File: src/rtl/boost_calc_pkg.sv
package boost_calc_pkg;

    typedef enum logic [2:0] {
        ST_IDLE,
        ST_EV_DIV,
        ST_EV_FIN,
        ST_T_AVG,
        ST_T_INV,
        ST_T_SCL,
        ST_T_FIN
    } calc_state_e;

    // CPU-to-memory floor map, highest CPU threshold first.
    localparam int unsigned MAP_N = 7;
    localparam logic [31:0] MAP_CPU [MAP_N] = '{
        32'd1400000, 32'd1200000, 32'd1100000, 32'd1000000,
        32'd800000,  32'd500000,  32'd250000
    };
    localparam logic [31:0] MAP_MEM [MAP_N] = '{
        32'd0,       32'd750000,  32'd600000,  32'd500000,
        32'd375000,  32'd200000,  32'd100000
    };
    // Bit i set: entry i means "full scale" (the maximum frequency).
    localparam logic [MAP_N-1:0] MAP_FULL = 7'b0000001;

endpackage

File: src/rtl/seq_divider.sv
module seq_divider #(
    parameter int DW = 48
) (
    input  logic          clk,
    input  logic          rst_n,
    input  logic          start,
    input  logic [DW-1:0] num,
    input  logic [DW-1:0] den,
    output logic [DW-1:0] quo,
    output logic          valid
);
    localparam int CNTW = $clog2(DW + 1);

    logic [DW-1:0]   quo_q;
    logic [DW-1:0]   rem_q;
    logic [DW-1:0]   den_q;
    logic [CNTW-1:0] cnt_q;
    logic            run_q;
    logic            valid_q;

    logic [DW:0] rem_sh;
    logic [DW:0] diff;
    logic        fits;

    // Borrow bit of the trial subtraction decides the quotient bit.
    assign rem_sh = {rem_q, quo_q[DW-1]};
    assign diff   = rem_sh - {1'b0, den_q};
    assign fits   = ~diff[DW];

    always_ff @(posedge clk or negedge rst_n) begin
        if (!rst_n) begin
            quo_q   <= '0;
            rem_q   <= '0;
            den_q   <= '0;
            cnt_q   <= '0;
            run_q   <= 1'b0;
            valid_q <= 1'b0;
        end else begin
            valid_q <= 1'b0;
            if (start) begin
                quo_q <= num;
                rem_q <= '0;
                den_q <= den;
                cnt_q <= CNTW'(DW);
                run_q <= 1'b1;
            end else if (run_q) begin
                rem_q <= fits ? diff[DW-1:0] : rem_sh[DW-1:0];
                quo_q <= {quo_q[DW-2:0], fits};
                cnt_q <= cnt_q - 1'b1;
                if (cnt_q == CNTW'(1)) begin
                    run_q   <= 1'b0;
                    valid_q <= 1'b1;
                end
            end
        end
    end

    assign quo   = quo_q;
    assign valid = valid_q;

endmodule

File: src/rtl/cpu_mem_map.sv
module cpu_mem_map
    import boost_calc_pkg::*;
#(
    parameter int FW = 32
) (
    input  logic [FW-1:0] cpu_freq,
    input  logic [FW-1:0] max_freq,
    output logic [FW-1:0] mem_floor
);
    logic [MAP_N-1:0] hit;
    logic [FW-1:0]    ent_val [MAP_N];

    for (genvar i = 0; i < MAP_N; i++) begin : g_ent
        logic [FW-1:0] raw;
        assign raw = FW'(MAP_MEM[i]);
        assign hit[i] = (cpu_freq >= FW'(MAP_CPU[i]));
        if (MAP_FULL[i]) begin : g_full
            assign ent_val[i] = max_freq;
        end else begin : g_lim
            assign ent_val[i] = (raw >= max_freq) ? max_freq : raw;
        end
    end

    // Lowest entry first, so the highest matching threshold wins.
    always_comb begin
        mem_floor = '0;
        for (int i = MAP_N - 1; i >= 0; i--) begin
            if (hit[i]) mem_floor = ent_val[i];
        end
    end

endmodule

File: src/rtl/boost_target_calc.sv
module boost_target_calc
    import boost_calc_pkg::*;
#(
    parameter int FW      = 32,
    parameter int CW      = 12,
    parameter int SW      = 16,
    parameter int PERIOD  = 12,
    parameter int STEP    = 16000,
    parameter int PCT     = 100,
    parameter int SUSTAIN = 10000
) (
    input  logic          clk,
    input  logic          rst_n,
    input  logic          evt_up,
    input  logic          evt_dn,
    input  logic          calc_req,
    input  logic [FW-1:0] avg_cnt,
    input  logic [FW-1:0] max_freq,
    input  logic [CW-1:0] up_coeff,
    input  logic [CW-1:0] dn_coeff,
    input  logic [CW-1:0] up_thresh,
    input  logic [FW-1:0] dep_thresh,
    input  logic [FW-1:0] cpu_freq,
    output logic [FW-1:0] boost,
    output logic          arm_above,
    output logic          arm_below,
    output logic [FW-1:0] target,
    output logic          done
);
    localparam int DW   = FW + SW;
    localparam int HALF = STEP / 2;

    calc_state_e state_q, state_d;

    logic [FW-1:0] boost_q, target_q, avg_q;
    logic          above_q, below_q, done_q, op_up_q;
    logic [DW-1:0] q1_q;

    logic          div_start;
    logic [DW-1:0] div_num, div_den, div_quo;
    logic          div_valid;
    logic [FW-1:0] map_floor;

    logic          any_evt, dep_on, dep_hit;
    logic [DW-1:0] up_sum, t_sum;
    logic [FW-1:0] nb_val, t_val;
    logic          na_val, nbl_val;

    assign any_evt = evt_up | evt_dn;
    assign dep_on  = (dep_thresh != '0);
    assign dep_hit = dep_on && (avg_q >= dep_thresh);

    seq_divider #(.DW(DW)) u_div (
        .clk   (clk),
        .rst_n (rst_n),
        .start (div_start),
        .num   (div_num),
        .den   (div_den),
        .quo   (div_quo),
        .valid (div_valid)
    );

    cpu_mem_map #(.FW(FW)) u_map (
        .cpu_freq  (cpu_freq),
        .max_freq  (max_freq),
        .mem_floor (map_floor)
    );

    // State register
    always_ff @(posedge clk or negedge rst_n) begin
        if (!rst_n) state_q <= ST_IDLE;
        else        state_q <= state_d;
    end

    // Next state and divider launch
    always_comb begin
        state_d   = state_q;
        div_start = 1'b0;
        div_num   = '0;
        div_den   = '0;
        unique case (state_q)
            ST_IDLE: begin
                if (any_evt) begin
                    div_start = 1'b1;
                    div_num   = DW'(boost_q) * DW'(evt_up ? up_coeff : dn_coeff);
                    div_den   = DW'(PCT);
                    state_d   = ST_EV_DIV;
                end else if (calc_req) begin
                    div_start = 1'b1;
                    div_num   = DW'(avg_cnt);
                    div_den   = DW'(PERIOD);
                    state_d   = ST_T_AVG;
                end
            end
            ST_EV_DIV: if (div_valid) state_d = ST_EV_FIN;
            ST_EV_FIN: state_d = ST_IDLE;
            ST_T_AVG: begin
                if (div_valid) begin
                    div_start = 1'b1;
                    div_num   = DW'(SUSTAIN);
                    div_den   = DW'(up_thresh);
                    state_d   = ST_T_INV;
                end
            end
            ST_T_INV: begin
                if (div_valid) begin
                    div_start = 1'b1;
                    div_num   = q1_q * div_quo;
                    div_den   = DW'(PCT);
                    state_d   = ST_T_SCL;
                end
            end
            ST_T_SCL: if (div_valid) state_d = ST_T_FIN;
            ST_T_FIN: state_d = ST_IDLE;
            default:  state_d = ST_IDLE;
        endcase
    end

    // Boost update and re-arm decisions
    always_comb begin
        up_sum  = div_quo + DW'(STEP);
        nb_val  = boost_q;
        na_val  = above_q;
        nbl_val = below_q;
        if (op_up_q) begin
            nbl_val = 1'b1;
            if (up_sum >= DW'(max_freq)) begin
                nb_val = max_freq;
                na_val = 1'b0;
            end else begin
                nb_val = up_sum[FW-1:0];
                na_val = 1'b1;
            end
        end else begin
            na_val = 1'b1;
            if (div_quo < DW'(HALF)) begin
                nb_val  = '0;
                nbl_val = 1'b0;
            end else begin
                nb_val  = div_quo[FW-1:0];
                nbl_val = 1'b1;
            end
        end
        if (dep_on) begin
            if (avg_q >= dep_thresh) nbl_val = 1'b1;
            else if (nb_val == '0)   nbl_val = 1'b0;
        end
    end

    // Target assembly with CPU floor and saturation
    always_comb begin
        t_sum = div_quo + DW'(boost_q);
        if (dep_hit && (DW'(map_floor) > t_sum)) t_sum = DW'(map_floor);
        t_val = (|t_sum[DW-1:FW]) ? '1 : t_sum[FW-1:0];
    end

    // Outputs and datapath registers
    always_ff @(posedge clk or negedge rst_n) begin
        if (!rst_n) begin
            boost_q  <= '0;
            above_q  <= 1'b1;
            below_q  <= 1'b1;
            target_q <= '0;
            done_q   <= 1'b0;
            op_up_q  <= 1'b0;
            avg_q    <= '0;
            q1_q     <= '0;
        end else begin
            done_q <= 1'b0;
            unique case (state_q)
                ST_IDLE: begin
                    if (any_evt) begin
                        op_up_q <= evt_up;
                        avg_q   <= avg_cnt;
                    end else if (calc_req) begin
                        avg_q   <= avg_cnt;
                    end
                end
                ST_EV_FIN: begin
                    boost_q <= nb_val;
                    above_q <= na_val;
                    below_q <= nbl_val;
                    done_q  <= 1'b1;
                end
                ST_T_AVG: if (div_valid) q1_q <= div_quo;
                ST_T_FIN: begin
                    target_q <= t_val;
                    done_q   <= 1'b1;
                end
                default: ;
            endcase
        end
    end

    assign boost     = boost_q;
    assign arm_above = above_q;
    assign arm_below = below_q;
    assign target    = target_q;
    assign done      = done_q;

endmodule

File: config.mk
export PLATFORM = sky130hd
export DESIGN_NAME = boost_target_calc
export DESIGN_NICKNAME = d
export VERILOG_FILES = /design/src/rtl/boost_calc_pkg.sv /design/src/rtl/seq_divider.sv /design/src/rtl/cpu_mem_map.sv /design/src/rtl/boost_target_calc.sv
export SDC_FILE = /design/constraint.sdc
export NUM_CORES = 2
export LEC_CHECK = 0
export ABC_CLOCK_PERIOD_IN_PS = 12800
export BUFFER_PORTS_ARGS = -buffer_cell sky130_fd_sc_hd__buf_4
export CORE_MARGIN = 2
export CORE_UTILIZATION = 50
export DETAILED_ROUTE_END_ITERATION = 16
export PLACE_DENSITY = 0.66
export SETUP_SLACK_MARGIN = 0.1
export SKIP_LAST_GASP = 1
export SLEW_MARGIN = 20
export SYNTH_ARGS = -nofsm -noshare
export SYNTH_HDL_FRONTEND = slang
export SYNTH_HIERARCHICAL = 1
export SYNTH_SLANG_ARGS = --single-unit
File: constraint.sdc
create_clock -name clk -period 12.8 [get_ports clk]
set_clock_uncertainty 0.2 [all_clocks]
set_input_delay 0.64 -clock clk [delete_from_list [all_inputs] [get_ports clk]]
set_output_delay 0.64 -clock clk [all_outputs]
set_load 0.02 [all_outputs]
# After elaboration in Yosys (flattened, before gate mapping)
# Cells that the tools add are included.
[totals] reg_bits=303 latch_bits=0 ramBits=0 mem_bits_ro=0 input_bits=169 out_inout_bits=67 word_cells=129 memories=0
[classes] addsub=4 mul=2 div_mod_pow=0 magnitude_cmp=17 eq_ne=12 shifts=0 muxes=63 bitwise=2 n_reduce_logical=14
[ops] operator="$mux 32" count=20
[ops] operator="$mux 48" count=7
[ops] operator="$pmux 48 s3" count=1
[ops] operator="$ge 32x21->1 const B" count=3
[ops] operator="$ge 19x32->1 const A" count=2
[ops] operator="$ge 20x32->1 const A" count=2
[ops] operator="$ge 32x20->1 const B" count=2
[ops] operator="$sub 49x48->49" count=1
[ops] operator="$add 48x14->48 const B" count=1
[ops] operator="$add 48x32->48" count=1
[ops] operator="$ge 48x32->1" count=1
[ops] operator="$gt 32x48->1" count=1
[ops] operator="$lt 48x13->1 const B" count=1
[ops] operator="$mul 48x48->48" count=1
[ops] operator="$mul 32x12->44" count=1
[ops] operator="$mux 44" count=1
[ops] operator="$pmux 12 s3" count=1
[ops] operator="$ge 17x32->1 const A" count=1
[ops] operator="$ge 18x32->1 const A" count=1
[ops] operator="$ge 32x18->1 const B" count=1
[ops] operator="$ge 32x19->1 const B" count=1
[ops] operator="$ge 32x32->1" count=1
[ops] operator="$logic_not 32->1" count=1
[ops] operator="$reduce_bool 32->1" count=1
[ops] operator="25 further kinds" count=60

# Depth between registers and ports, before layout
[logic_depth] ltp_word=14 depth_mapped=35

# By module
# The synthesis kept the hierarchy.
[modules_own_cells] module="boost_target_calc" instances=1 cells_each=6946 area_each_um2=60257.8
[modules_own_cells] module="seq_divider" instances=1 cells_each=1097 area_each_um2=9606.7
[modules_own_cells] module="cpu_mem_map" instances=1 cells_each=221 area_each_um2=1361.3

# Worst setup path before layout
# No wires, ideal clock.
[synth_path] path_type="register to register" start="register u_div.quo_q[14], in the netlist u_div/quo[14]" end="register u_div.quo_q[40], in the netlist u_div/quo[40]" setup_time_ns=0.133 arrival_time_ns=8.626 t_required_ns=12.467 slack_ns=3.841 stages_incl_launch_ff=33 path_buffers=3 synth_period_minus_slack_ns=8.959 path_cell_list="dfrtp_1 clkbuf_1 clkbuf_1 clkbuf_1 nand2_1 fa_1 fa_1 inv_1 fa_1 fa_1 inv_1 fa_1 inv_1 ha_1 ha_1 fa_1 inv_1 fa_1 inv_1 ha_1 a21o_1 a21o_1 a2111oi_0 nor3_1 o41ai_1 o21ai_0 o21ai_0 a21oi_1 a221oi_1 xnor2_1 a32o_1 nand2_1 o21ai_0"
[synth_between] elab_chain_cells=4
[synth_lines] element="start: declaration" line_no="seq_divider.sv:14" text="logic [DW-1:0] quo_q;"
[synth_lines] element="start signal: assignment" line_no="seq_divider.sv:41" text="quo_q <= num;"
[synth_lines] element="start signal: assignment" line_no="seq_divider.sv:48" text="quo_q <= {quo_q[DW-2:0], fits};"
[synth_lines] element="$mul 48x48->48" line_no="boost_target_calc.sv:108" text="div_num = q1_q * div_quo;"
[synth_lines] element="$mux 48" line_no="boost_target_calc.sv:106" text="if (div_valid) begin"
[synth_lines] element="$pmux 48 s3" line_no="boost_target_calc.sv:81" text="unique case (state_q)"
[synth_lines] element="named net div_num[40]" line_no="boost_target_calc.sv:40" text="logic [DW-1:0] div_num, div_den, div_quo;"
[synth_lines] element="$mux 48" line_no="seq_divider.sv:40" text="if (start) begin"
# The timed path passes the listed nets, and every way through them passes these cells.
# A chain may end at the register's enable or synchronous reset.

# Final worst setup path
[layout_path] start="register u_div.quo_q[4], in the netlist u_div/quo[4]" end="register u_div.quo_q[40], in the netlist u_div/quo[40]"
# Same word-level chain as after synthesis.

==> reports/metrics.yaml <==
timing:
  tns_ns: 0
  setup_violations: 0
  rsz0062_at_grt: "false"
  maxSlewHeadroom_pct: 24.3
  post-route-min-period_ns: 10.48
  whs_ns: 0.0847
  fmax_ghz: 0.0954
  finalCritPeriodShare_pct: 81.9
  hold_viol_final: 0
  slew_viol_final: 0
  worst_pin_slew_ns: 1.14
grt:
  grt_pass1_vias: 61400
  grt_use_total_pct: 33.5
  grt_max_degree: 176
  grt_pass1_wl_mm: 373
  antenna_found_initial: 5
  grt_overflow_total: 0
yosys:
  synth_edf_count: 0
  async_flop_share_pct: 100
  synth_top_area_share_pct: 36.4
  ys_top_cells_by_count: "inv_1, fa_1, nand2_1, and2_1, ha_1"
  ys_types: 97
  syn_area_per_cell_um2: 8.62
  synth-simple-area-share_pct: 18.5
  yosysMostFrequentCell: "inv_1"
  synth-xor-area-share_pct: 3.31
  synth_ff_type: "dfrtp_1"
  synth.area.mux_share_pct: 2.46
  ys_seq_area_share_pct: 10.6
  yosys_warnings: 6
  syn_inst: 8264
  synth_compound_area_share_pct: 9.70
  synth_top_family_by_area: "adder cells"
  yosys.area_share.adder_pct: 44.6
  ys_ff_latch: 303
  synthTopCellsByArea: "fa_1, dfrtp_1, ha_1"
  netlist_area_mm2: 0.0712
  yosys.area.top_type: "fa_1"
flow_run:
  maxCapViolCount: 0
critical_path:
  end_kind: "register"
  cpPeakStageDelay_ns: 0.69
  worstRegToRegCells: 31
  crit_arrival_ns: 10.74
  regToRegSetupSlack_ns: 2.32
  crit_fanout: 34
  critPathKind: "register to register"
  crit_path_start_kind: "register"
  crit_path_frequent_cell: "fa_1"
  worstReg2RegStart: "u_div/quo[4]"
  critPathCapture: "u_div/quo[40]"
  critPathLaunch: "u_div/quo[4]"
  reg2reg_to: "u_div/quo[40]"
  required_ns: 13.06
  slowest_stage: "dfrtp_2"
clock_network:
  cts.clk_slew.worst_paths_ns: 0.06
  postCtsSetupRepairBufs: 0
  clk_latency_ns: 0.63
  cts-resized-gates: 0
  cts_tree: "yes"
  clk_path_buf_depth: 3
  numCtsBuffers: 41
  cts_max_level: 2
  numClockSinks: 303
  root_buffer: "clkbuf_16"
die:
  die_y_um: 381
  coreArea_mm2: 0.141
  die_x_um: 381
  dieArea_mm2: 0.145
  design.portCount: 236
  initial_utilization_pct: 50.4
  rows: 138
cells_and_area:
  final_layout_size_suffix_gt1_share_pct: 7.19
  final_nets: 10100
  fillers: 13100
  ff_latch_area_mm2: 0.00761
  multi_input_area_mm2: 0.0561
  area_growth_pct: 6.91
route:
  routedWlPerCell_um: 23.6
  dr.pass1.iters: 5
  vias: 58300
  detail-route-antenna-nets: 0
  finalWirelength_mm: 240
  first_iter_violations: 5364
  avgViaCountPerCell: 5.75
  route.detailed.drc: 0
worst_hold_path:
  min_path_type: "primary input to register"
outcome:
  status: "completed"
placed_design:
  place_hpwl_mm: 185
  portBuffers: 235
  routabilityCongestion: 0.964
-- how the worst min path moves through the flow --
stage,startpoint,end,cells after the start
after floorplan,rst_n,avg_q[0],0
after global placement,q1_q[47],q1_q[47],2
after detailed placement,q1_q[47],q1_q[47],2
after CTS,avg_cnt[0],avg_q[0],3
after global routing,avg_cnt[30],avg_q[30],2
final,avg_cnt[19],avg_q[19],2
-- layout by cell type, fill, tap and decap left out, drive strengths merged, types with 49 or more instances in the layout --
cell type  Yosys  routed
xnor2        184     184
a211oi        54      54
xor2          83      83
nor3          65      65
buf           31     367
a21oi        261     261
nand3         64      64
dfrtp        301     301
nand4         70      70
inv         1539    1540
nor2b        112     112
fa          1295    1295
a21o         110     110
nor2         223     223
ha           468     468
o21ai        275     275
and2         755     755
nor4          49      49
clkbuf       463      56
nand2       1175    1175
mux2i         93      93
mux2          73      73
-- metal layers --
metal | wire [µm] | track usage [%] | vias up
li1 | - | - | 25500
met1 | 95700 | 44.6 | 29400
met2 | 108000 | 52.8 | 2831
met3 | 23500 | 7.19 | 578
met4 | 12700 | 14.6 | 2
met5 | 11 | 0 | -
-- what timing repair did --
| action | CTS | global route |
|---|---|---|
| hold buffers | 1 | 0 |
| setup endpoints to repair | 0 | 0 |
| hold endpoints to repair | 92 | 0 |
-- flip-flops by register name, summed over array words and instances, names as in the netlist --
register and cells:
u_div/den_q 48, u_div/quo 48, u_div/cnt_q 6, target 32, u_div/rem_q 48, op_up_q 1, avg_q 32, u_div/run_q 1
u_div/valid 1, arm_above 1, done 1, boost 32, q1_q 48, arm_below 1, state_q 3
-- worst max-delay path, delay by kind of cell, from the launching register on --
family | cells | cell delay [ns]
AND/OR/NAND/NOR | 4 | 0.78
buffers and inverters | 7 | 0.85
AO/OA/AOI/OAI | 9 | 3.10
flip-flops | 1 | 0.69
adder cells (fa/ha/maj) | 10 | 4.51
XOR/XNOR | 1 | 0.15
-- area by class of cell --
type	count	area share (%)
clock inverter	19	0.368
timing repair buffer	368	3.67
multi-input combinational	5963	73.7
sequential	303	10.0
antenna	5	0.0164
clock buffer	56	1.51
tap	1890	3.11
inverter	1539	7.59
-- through the flow --
stage | setup WS (ns) | cell area, µm² | std cells | utilization (%)
floorplan | 3.84 | 71400 | 8299 | -
global placement | 2.44 | 74700 | 10100 | 52.8
detailed placement | 2.20 | 74700 | 10100 | 52.8
CTS | 2.12 | 76100 | 10100 | 53.8
global route | 2.01 | 76100 | 10100 | 53.8
finish | 2.32 | 76100 | 10100 | 53.8
-- cell families after synthesis --
kind of cell,after synthesis
simple gates,2660
buf+inv,2033
fa+ha+maj,1763
compound gates,1071
flops,303
xor+xnor,267
mux,166
other cells,1
Power is left out: the tool's default activity adds up to more than one toggle a clock period on the data nets, which glitch-free logic cannot reach.
